$ cat src/rtl/sram_seq_ctrl.sv
module sram_seq_ctrl #(
  parameter int AW       = 20,
  parameter int DW       = 4,
  parameter int RD_WAIT  = 2,
  parameter int WR_PULSE = 1,
  parameter int TURN     = 1
) (
  input  logic          clk,
  input  logic          rst_n,
  input  logic          req,
  input  logic          wr,
  input  logic [AW-1:0] addr,
  input  logic [DW-1:0] wdata,
  output logic          busy,
  output logic          done,
  output logic [DW-1:0] rdata,
  output logic [AW-1:0] mem_addr,
  output logic          mem_cs_n,
  output logic          mem_we_n,
  output logic          mem_oe_n,
  output logic [DW-1:0] mem_dq_out,
  input  logic [DW-1:0] mem_dq_in,
  output logic          mem_dq_oe
);

  localparam int MAXC = (RD_WAIT > WR_PULSE) ? ((RD_WAIT > TURN) ? RD_WAIT : TURN)
                                             : ((WR_PULSE > TURN) ? WR_PULSE : TURN);
  localparam int CW = (MAXC < 2) ? 1 : $clog2(MAXC + 1);

  // bits: {tag, cs_n, we_n, oe_n, drive}
  typedef enum logic [4:0] {
    S_IDLE = 5'b01110,
    S_TURN = 5'b11110,
    S_READ = 5'b00100,
    S_WSET = 5'b00111,
    S_WPUL = 5'b00011,
    S_WHLD = 5'b10111
  } state_t;

  state_t        st;
  logic [CW-1:0] cnt;
  logic [AW-1:0] a_q;
  logic [DW-1:0] d_q;

  assign mem_cs_n   = st[3];
  assign mem_we_n   = st[2];
  assign mem_oe_n   = st[1];
  assign mem_dq_oe  = st[0];
  assign busy       = (st != S_IDLE);
  assign mem_addr   = a_q;
  assign mem_dq_out = d_q;

  always_ff @(posedge clk) begin
    if (!rst_n) begin
      st    <= S_IDLE;
      cnt   <= '0;
      a_q   <= '0;
      d_q   <= '0;
      rdata <= '0;
      done  <= 1'b0;
    end else begin
      done <= 1'b0;
      case (st)
        S_IDLE: if (req) begin
          a_q <= addr;
          d_q <= wdata;
          cnt <= CW'(RD_WAIT - 1);
          st  <= wr ? S_WSET : S_READ;
        end
        S_READ: if (cnt == '0) begin
          rdata <= mem_dq_in;
          cnt   <= CW'(TURN - 1);
          st    <= S_TURN;
        end else cnt <= cnt - 1'b1;
        S_WSET: begin
          cnt <= CW'(WR_PULSE - 1);
          st  <= S_WPUL;
        end
        S_WPUL: if (cnt == '0) st <= S_WHLD;
                else cnt <= cnt - 1'b1;
        S_WHLD: begin
          cnt <= CW'(TURN - 1);
          st  <= S_TURN;
        end
        S_TURN: if (cnt == '0) begin
          st   <= S_IDLE;
          done <= 1'b1;
        end else cnt <= cnt - 1'b1;
        default: st <= S_IDLE;
      endcase
    end
  end

  a_r4_oe_high_in_write: assert property (@(posedge clk) disable iff (!rst_n)
    !mem_we_n |-> (mem_oe_n && !mem_cs_n));

  a_r6_no_drive_on_read: assert property (@(posedge clk) disable iff (!rst_n)
    mem_dq_oe |-> (mem_oe_n && !mem_cs_n));

  a_r6_turnaround_gap: assert property (@(posedge clk) disable iff (!rst_n)
    $rose(mem_dq_oe) |-> ($past(mem_oe_n) && $past(mem_cs_n)));

  a_r8_addr_stable: assert property (@(posedge clk) disable iff (!rst_n)
    (busy && $past(busy)) |-> ($stable(mem_addr) && $stable(mem_dq_out)));

  a_r7_done_single: assert property (@(posedge clk) disable iff (!rst_n)
    done |=> !done);

  a_r7_done_after_busy: assert property (@(posedge clk) disable iff (!rst_n)
    done |-> (!busy && $past(busy)));

endmodule

$ cat config.mk
export PLATFORM = sky130hd
export DESIGN_NAME = sram_seq_ctrl
export DESIGN_NICKNAME = d
export VERILOG_FILES = /design/src/rtl/sram_seq_ctrl.sv
export SDC_FILE = /design/constraint.sdc
export NUM_CORES = 1
export LEC_CHECK = 0
export ABC_AREA = 0
export ABC_CLOCK_PERIOD_IN_PS = 4350
export CORE_ASPECT_RATIO = 0.5
export CORE_MARGIN = 4
export CORE_UTILIZATION = 46
export DETAILED_ROUTE_END_ITERATION = 6
export PLACE_DENSITY = 0.81
export SLEW_MARGIN = 20
export SYNTH_ARGS = -nofsm -noshare
export SYNTH_HDL_FRONTEND = slang
export SYNTH_SLANG_ARGS = --single-unit
export TNS_END_PERCENT = 50
$ cat constraint.sdc
create_clock -name clk -period 4.35 [get_ports clk]
set_input_delay 0.6525 -clock clk [delete_from_list [all_inputs] [get_ports clk]]
set_output_delay 0.6525 -clock clk [all_outputs]
set_load 0.05 [all_outputs]
==> results of run 1 <==
how the worst min path moves through the flow:
| stage | endpoint | cells past startpoint | from |
|---|---|---|---|
| finish | mem_addr[5] | 2 | mem_addr[5] |
| global route | mem_addr[10] | 2 | mem_addr[10] |
| CTS | mem_addr[1] | 2 | mem_addr[1] |
| detailed placement | mem_addr[1] | 2 | mem_addr[1] |
| global placement | mem_addr[18] | 2 | mem_addr[18] |
| floorplan | cnt[0] | 1 | cnt[0] |
routing by layer:
layer / vias to the layer above / global-route usage (%) / wire [um]
li1: 770 / - / -
met1: 689 / 19.35 / 1745
met2: 34 / 30.77 / 1923
met3: 8 / 4.790 / 184
met4: 0 / 8.029 / 74
met5: - / 0 / 0
logic make-up after synthesis:
group / after synthesis / synth area share (%)
buf+inv: 18 / 6.133
simple gates: 86 / 26.03
flops: 36 / 43.08
fa+ha+maj: 3 / 2.244
compound gates: 45 / 19.52
mux: 5 / 2.992
per-stage QoR:
step,hold WS [ns],power [uW],utilization (%)
after CTS,0.4552,1421,68.86
after floorplan,0.5363,994.9,-
after detailed placement,0.4447,1183,66.34
after global routing,0.4818,1493,68.72
final,0.4533,1408,68.72
after global placement,0.4397,1168,66.34
layout by cell type, fill, tap and decap left out, drive strengths merged, types with 4 or more instances in the layout:
| cell type | synthesis | final |
|---|---|---|
| nor2b | 4 | 4 |
| a21boi | 26 | 26 |
| clkdlybuf4s50 | 0 | 64 |
| nand2 | 55 | 55 |
| mux2i | 5 | 5 |
| inv | 5 | 5 |
| clkbuf | 4 | 5 |
| o21ai | 6 | 6 |
| a21oi | 4 | 4 |
| nor2 | 4 | 4 |
| dfxtp | 36 | 36 |
layout make-up:
class	count	area (um^2)
Fill cell	284	1086
Multi-Input combinational cell	139	849.6
Sequential cell	36	720.7
Timing Repair Buffer	65	645.6
Clock buffer	5	68.82
Tap cell	51	63.81
Clock inverter	3	18.77
Inverter	5	18.77
tightest hold or removal path: stages, from the launching register on:
cell and delay, ns:
dfxtp_1 0.31, nand2_1 0.05, a21boi_1 0.05
power breakdown:
| group | internal [uW] | switching [uW] | leakage (uW) |
|---|---|---|---|
| logic | 255 | 458 | 0.000580 |
| registers | 398 | 63.1 | 0.000294 |
| clock network | 112 | 123 | 0.0000479 |
| total | 764 | 644 | 0.000922 |
state kept, by name, summed over array words and instances (netlist names):
register    flops
cnt             2
done            1
mem_addr       20
mem_dq_out      4
rdata           4
st              5
==> flow_summary.json, run 1 <==
{
  "status": "finished clean",
  "grt_max_degree": 37,
  "placementRows": 15,
  "syn_area_um2": 1673,
  "post_drt_wl_per_cell_um": 12.91,
  "r2r_setup_slack_ns": 2.33,
  "required_ns": 3.70,
  "drv_cap": 0,
  "diodes": 0,
  "path_cells": "nand4b_1 -> nor2_1 -> inv_1 -> clkdlybuf4s50_1",
  "end_kind": "output port",
  "endpoint": "busy",
  "cts_hold_buffers": 0,
  "ys_types": 41,
  "path_clk_slew_ns": 0.07,
  "drt-initial-drc-count": 36,
  "ctsResizeCount": 0,
  "area_delta_synth_final_pct": 42.63,
  "fmax_mhz": 379.1,
  "cts_setup_buffers": 0,
  "reg2regPathDepth": 4,
  "grt_pass1_vias": 1474,
  "ir_worst_vdd_uv": 308.9,
  "vias": 1501,
  "cp_slowest_cell": "clkdlybuf4s50_1",
  "cts_max_path_buffers": 2,
  "cpPeakStageDelay_ns": 0.70,
  "slew_headroom_pct": 45.55,
  "post-place-ws_ns": 2.034,
  "cts_root_buf": "clkbuf_8",
  "finalCritPeriodShare_pct": 60.64,
  "synth_edf_count": 0,
  "p_leak_uw": 0.0009221,
  "yosys.area.top_type": "dfxtp_1",
  "cp.depth": 4,
  "slew_viol_final": 0,
  "gr-usage-all-layers_pct": 17.30,
  "setup_tns_ns": 0,
  "clkLatencyLatePin_ns": 0.28,
  "synth_nets": 228,
  "skew_ns": 0.001427,
  "antenna_found_initial": 0,
  "async_flop_share_pct": 0,
  "crit_type": "flop to output port",
  "portBuffers": 65,
  "core_um2": 3472,
  "r2r-start": "st[1]",
  "synthTopCellsByCount": "nand2_1, dfxtp_1, a21boi_1, o21ai_0",
  "fin_area_um2": 2386,
  "worst_slew_pin_slew_ns": 0.8167,
  "drt-total-wl_mm": 3.926,
  "postSynthCellCount": 193,
  "drcViolationCount": 0,
  "synth_ff_type": "dfxtp_1",
  "placed_area_um2": 2303,
  "hold_viol_final": 0,
  "drtPass1Iterations": 4,
  "nNetsFinal": 287,
  "r2r_end": "mem_dq_out[0]",
  "yosysTopAreaCellShare_pct": 43.08,
  "finalSetupViolCount": 0,
  "yosysMostFrequentCell": "nand2_1",
  "vias_per_cell": 4.938,
  "layout-drive-gt1-share_pct": 7.510,
  "cts-htree-levels": 2,
  "chipHeight_um": 50.64,
  "synth-seq-area-share_pct": 43.08,
  "place_inst": 296,
  "dp_hpwl_mm": 2.793,
  "yosys_warnings": 0,
  "startpoint": "st[1]",
  "initial_core_util_pct": 48.18,
  "synth-seq-cells": 36,
  "place.gp.congestion": 0.8445,
  "die-area_um2": 4724,
  "critPathTopFamily": "buffers and inverters",
  "p_per_area_nw_per_um2": 590.1,
  "critPathMaxFanout": 12,
  "cts.sinks": 36,
  "period_minus_slack_ns": 2.638,
  "cp.arrival_ns": 1.99,
  "grt_pass1_wl_mm": 6.479,
  "start_kind": "flop",
  "finalWorstSetupSlack_ns": 1.712,
  "postSynthAreaPerCell_um2": 8.668,
  "die_w_um": 93.29,
  "grt-ovfl-total": 0,
  "cts_tree": "done",
  "cts-buffers-inserted": 5,
  "synth.area.top_cells": "dfxtp_1, nand2_1, a21boi_1, mux2i_1, a21boi_0",
  "rsz0062_at_grt": "no",
  "min_path_type": "flop to flop",
  "path_buf_inv": 2,
  "drtAntennaViolNets": 0,
  "io_pins": 66,
  "finalNonFillerCells": 304
}
No activity file was read; power rests on OpenSTA's default activity.
==> run 2: changes to the inputs <==
--- a/config.mk
+++ b/config.mk
@@ -6,12 +6,12 @@
 export NUM_CORES = 1
 export LEC_CHECK = 0
 export ABC_AREA = 0
-export ABC_CLOCK_PERIOD_IN_PS = 4350
+export ABC_CLOCK_PERIOD_IN_PS = 2500
 export CORE_ASPECT_RATIO = 0.5
 export CORE_MARGIN = 4
-export CORE_UTILIZATION = 46
+export CORE_UTILIZATION = 43
 export DETAILED_ROUTE_END_ITERATION = 6
-export PLACE_DENSITY = 0.81
+export PLACE_DENSITY = 0.76
 export SLEW_MARGIN = 20
 export SYNTH_ARGS = -nofsm -noshare
 export SYNTH_HDL_FRONTEND = slang
==> constraint.sdc (replaced) <==
create_clock -name clk -period 2.5 [get_ports clk]
set_input_delay 0.375 -clock clk [delete_from_list [all_inputs] [get_ports clk]]
set_output_delay 0.375 -clock clk [all_outputs]
set_load 0.05 [all_outputs]
==> flow_summary.json, run 2 (synthesis results as in run 1) <==
{
  "placementRows": 15,
  "cts-buffers-inserted": 5,
  "finalCritPeriodShare_pct": 95.32,
  "cts_max_path_buffers": 2,
  "p_per_area_nw_per_um2": 1051,
  "critPathMaxFanout": 12,
  "ir_worst_vdd_uv": 614.0,
  "slew_viol_final": 0,
  "chipHeight_um": 52.11,
  "gr-usage-all-layers_pct": 16.06,
  "crit_type": "flop to output port",
  "nNetsFinal": 289,
  "cp.arrival_ns": 2.01,
  "final-seq-area_um2": 720.7,
  "worst_slew_pin_slew_ns": 0.5277,
  "area_delta_synth_final_pct": 45.25,
  "post-place-ws_ns": 0.4539,
  "drtPass1Iterations": 4,
  "cpPeakStageDelay_ns": 0.69,
  "cts_setup_buffers": 0,
  "setup_tns_ns": 0,
  "path_cells": "nand4b_1 -> nor2_1 -> inv_1 -> clkdlybuf4s50_1",
  "clkLatencyLatePin_ns": 0.28,
  "grt_pass1_wl_mm": 6.251,
  "grt_max_degree": 25,
  "skew_ns": 0.004188,
  "final_common_cell": "clkdlybuf4s50_1",
  "critPathTopFamily": "buffers and inverters",
  "whs_ns": 0.4519,
  "drt-total-wl_mm": 3.881,
  "drtAntennaViolNets": 0,
  "drt-initial-drc-count": 42,
  "grt_use_met2_pct": 28.80,
  "core_um2": 3585,
  "vias": 1495,
  "finalSetupViolCount": 0,
  "ctsResizeCount": 0,
  "die-area_um2": 5013,
  "place.gp.congestion": 0.7381,
  "start_kind": "flop",
  "grt-ovfl-total": 0,
  "hold_viol_final": 0,
  "status": "finished clean",
  "layout-drive-gt1-share_pct": 7.843,
  "min_path_type": "flop to flop",
  "cts.sinks": 36,
  "largest_register_ffs": 20,
  "io_pins": 66,
  "drv_cap": 0,
  "mostFrequentLayoutCells": "clkdlybuf4s50_1, nand2_1, dfxtp_1",
  "multi_input_area_um2": 849.6,
  "fillers": 307,
  "vias_per_cell": 4.886,
  "period_minus_slack_ns": 2.383,
  "cp_slowest_cell": "clkdlybuf4s50_1",
  "diodes": 0,
  "path_clk_slew_ns": 0.08,
  "drcViolationCount": 0,
  "required_ns": 2.12,
  "rsz0062_at_grt": "no",
  "met1_usage_pct": 19.32,
  "total_power_uw": 2553,
  "end_kind": "output port",
  "die_w_um": 96.21,
  "slew_headroom_pct": 64.71,
  "grt_pass1_vias": 1360,
  "placed_area_um2": 2318,
  "p_leak_uw": 0.0009383,
  "finalWorstSetupSlack_ns": 0.1170,
  "cts_hold_buffers": 0,
  "cts_root_buf": "clkbuf_8",
  "fmax_mhz": 419.6,
  "portBuffers": 65,
  "cts-htree-levels": 2,
  "path_buf_inv": 2,
  "dp_hpwl_mm": 2.754,
  "initial_core_util_pct": 46.67,
  "grtUsageMet3_pct": 3.035,
  "fin_area_um2": 2430,
  "cts_tree": "done",
  "antenna_found_initial": 0,
  "grt-busiest-layer": "met2",
  "post_drt_wl_per_cell_um": 12.68
}
run 2: worst paths after layout:
| path | slack, ns | from | cells after the start | to |
|---|---|---|---|---|
| max | 0.12 | st[1] | 4 | busy |
| min | 0.45 | mem_addr[3] | 2 | mem_addr[3] |
| max reg2reg | 0.71 | st[1] | 4 | mem_dq_out[2] |
| min reg2reg | 0.45 | mem_addr[3] | 2 | mem_addr[3] |
run 2: per-stage QoR:
step	util [%]	cells
global route	67.78	306
global placement	64.68	298
CTS	67.78	306
detailed placement	64.68	298
floorplan	-	193
finish	67.78	306
run 2: final cells by class:
cell class	count	area share, %
inverter	5	0.7724
multi-input combinational	139	34.96
clock inverter	3	1.751
clock buffer	5	2.832
timing repair buffer	67	27.39
tap	51	2.626
sequential	36	29.66
run 2: per-layer routing:
| metal | vias to the layer above | share of wire, % |
|---|---|---|
| li1 | 772 | - |
| met5 | - | 0 |
| met3 | 5 | 4.4 |
| met2 | 31 | 49 |
| met4 | 0 | 1.1 |
| met1 | 687 | 45 |
run 2: worst min-delay path, cell delays in order (launching register included):
cell and delay (ns):
dfxtp_1 0.31, nand2_1 0.05, a21boi_1 0.05
run 2: report_power, final:
part	switching [uW]	total, uW	internal, uW	leakage, uW
combinational	790	1240	453	0.000590
clock	213	508	295	0.0000541
sequential	109	801	692	0.000294
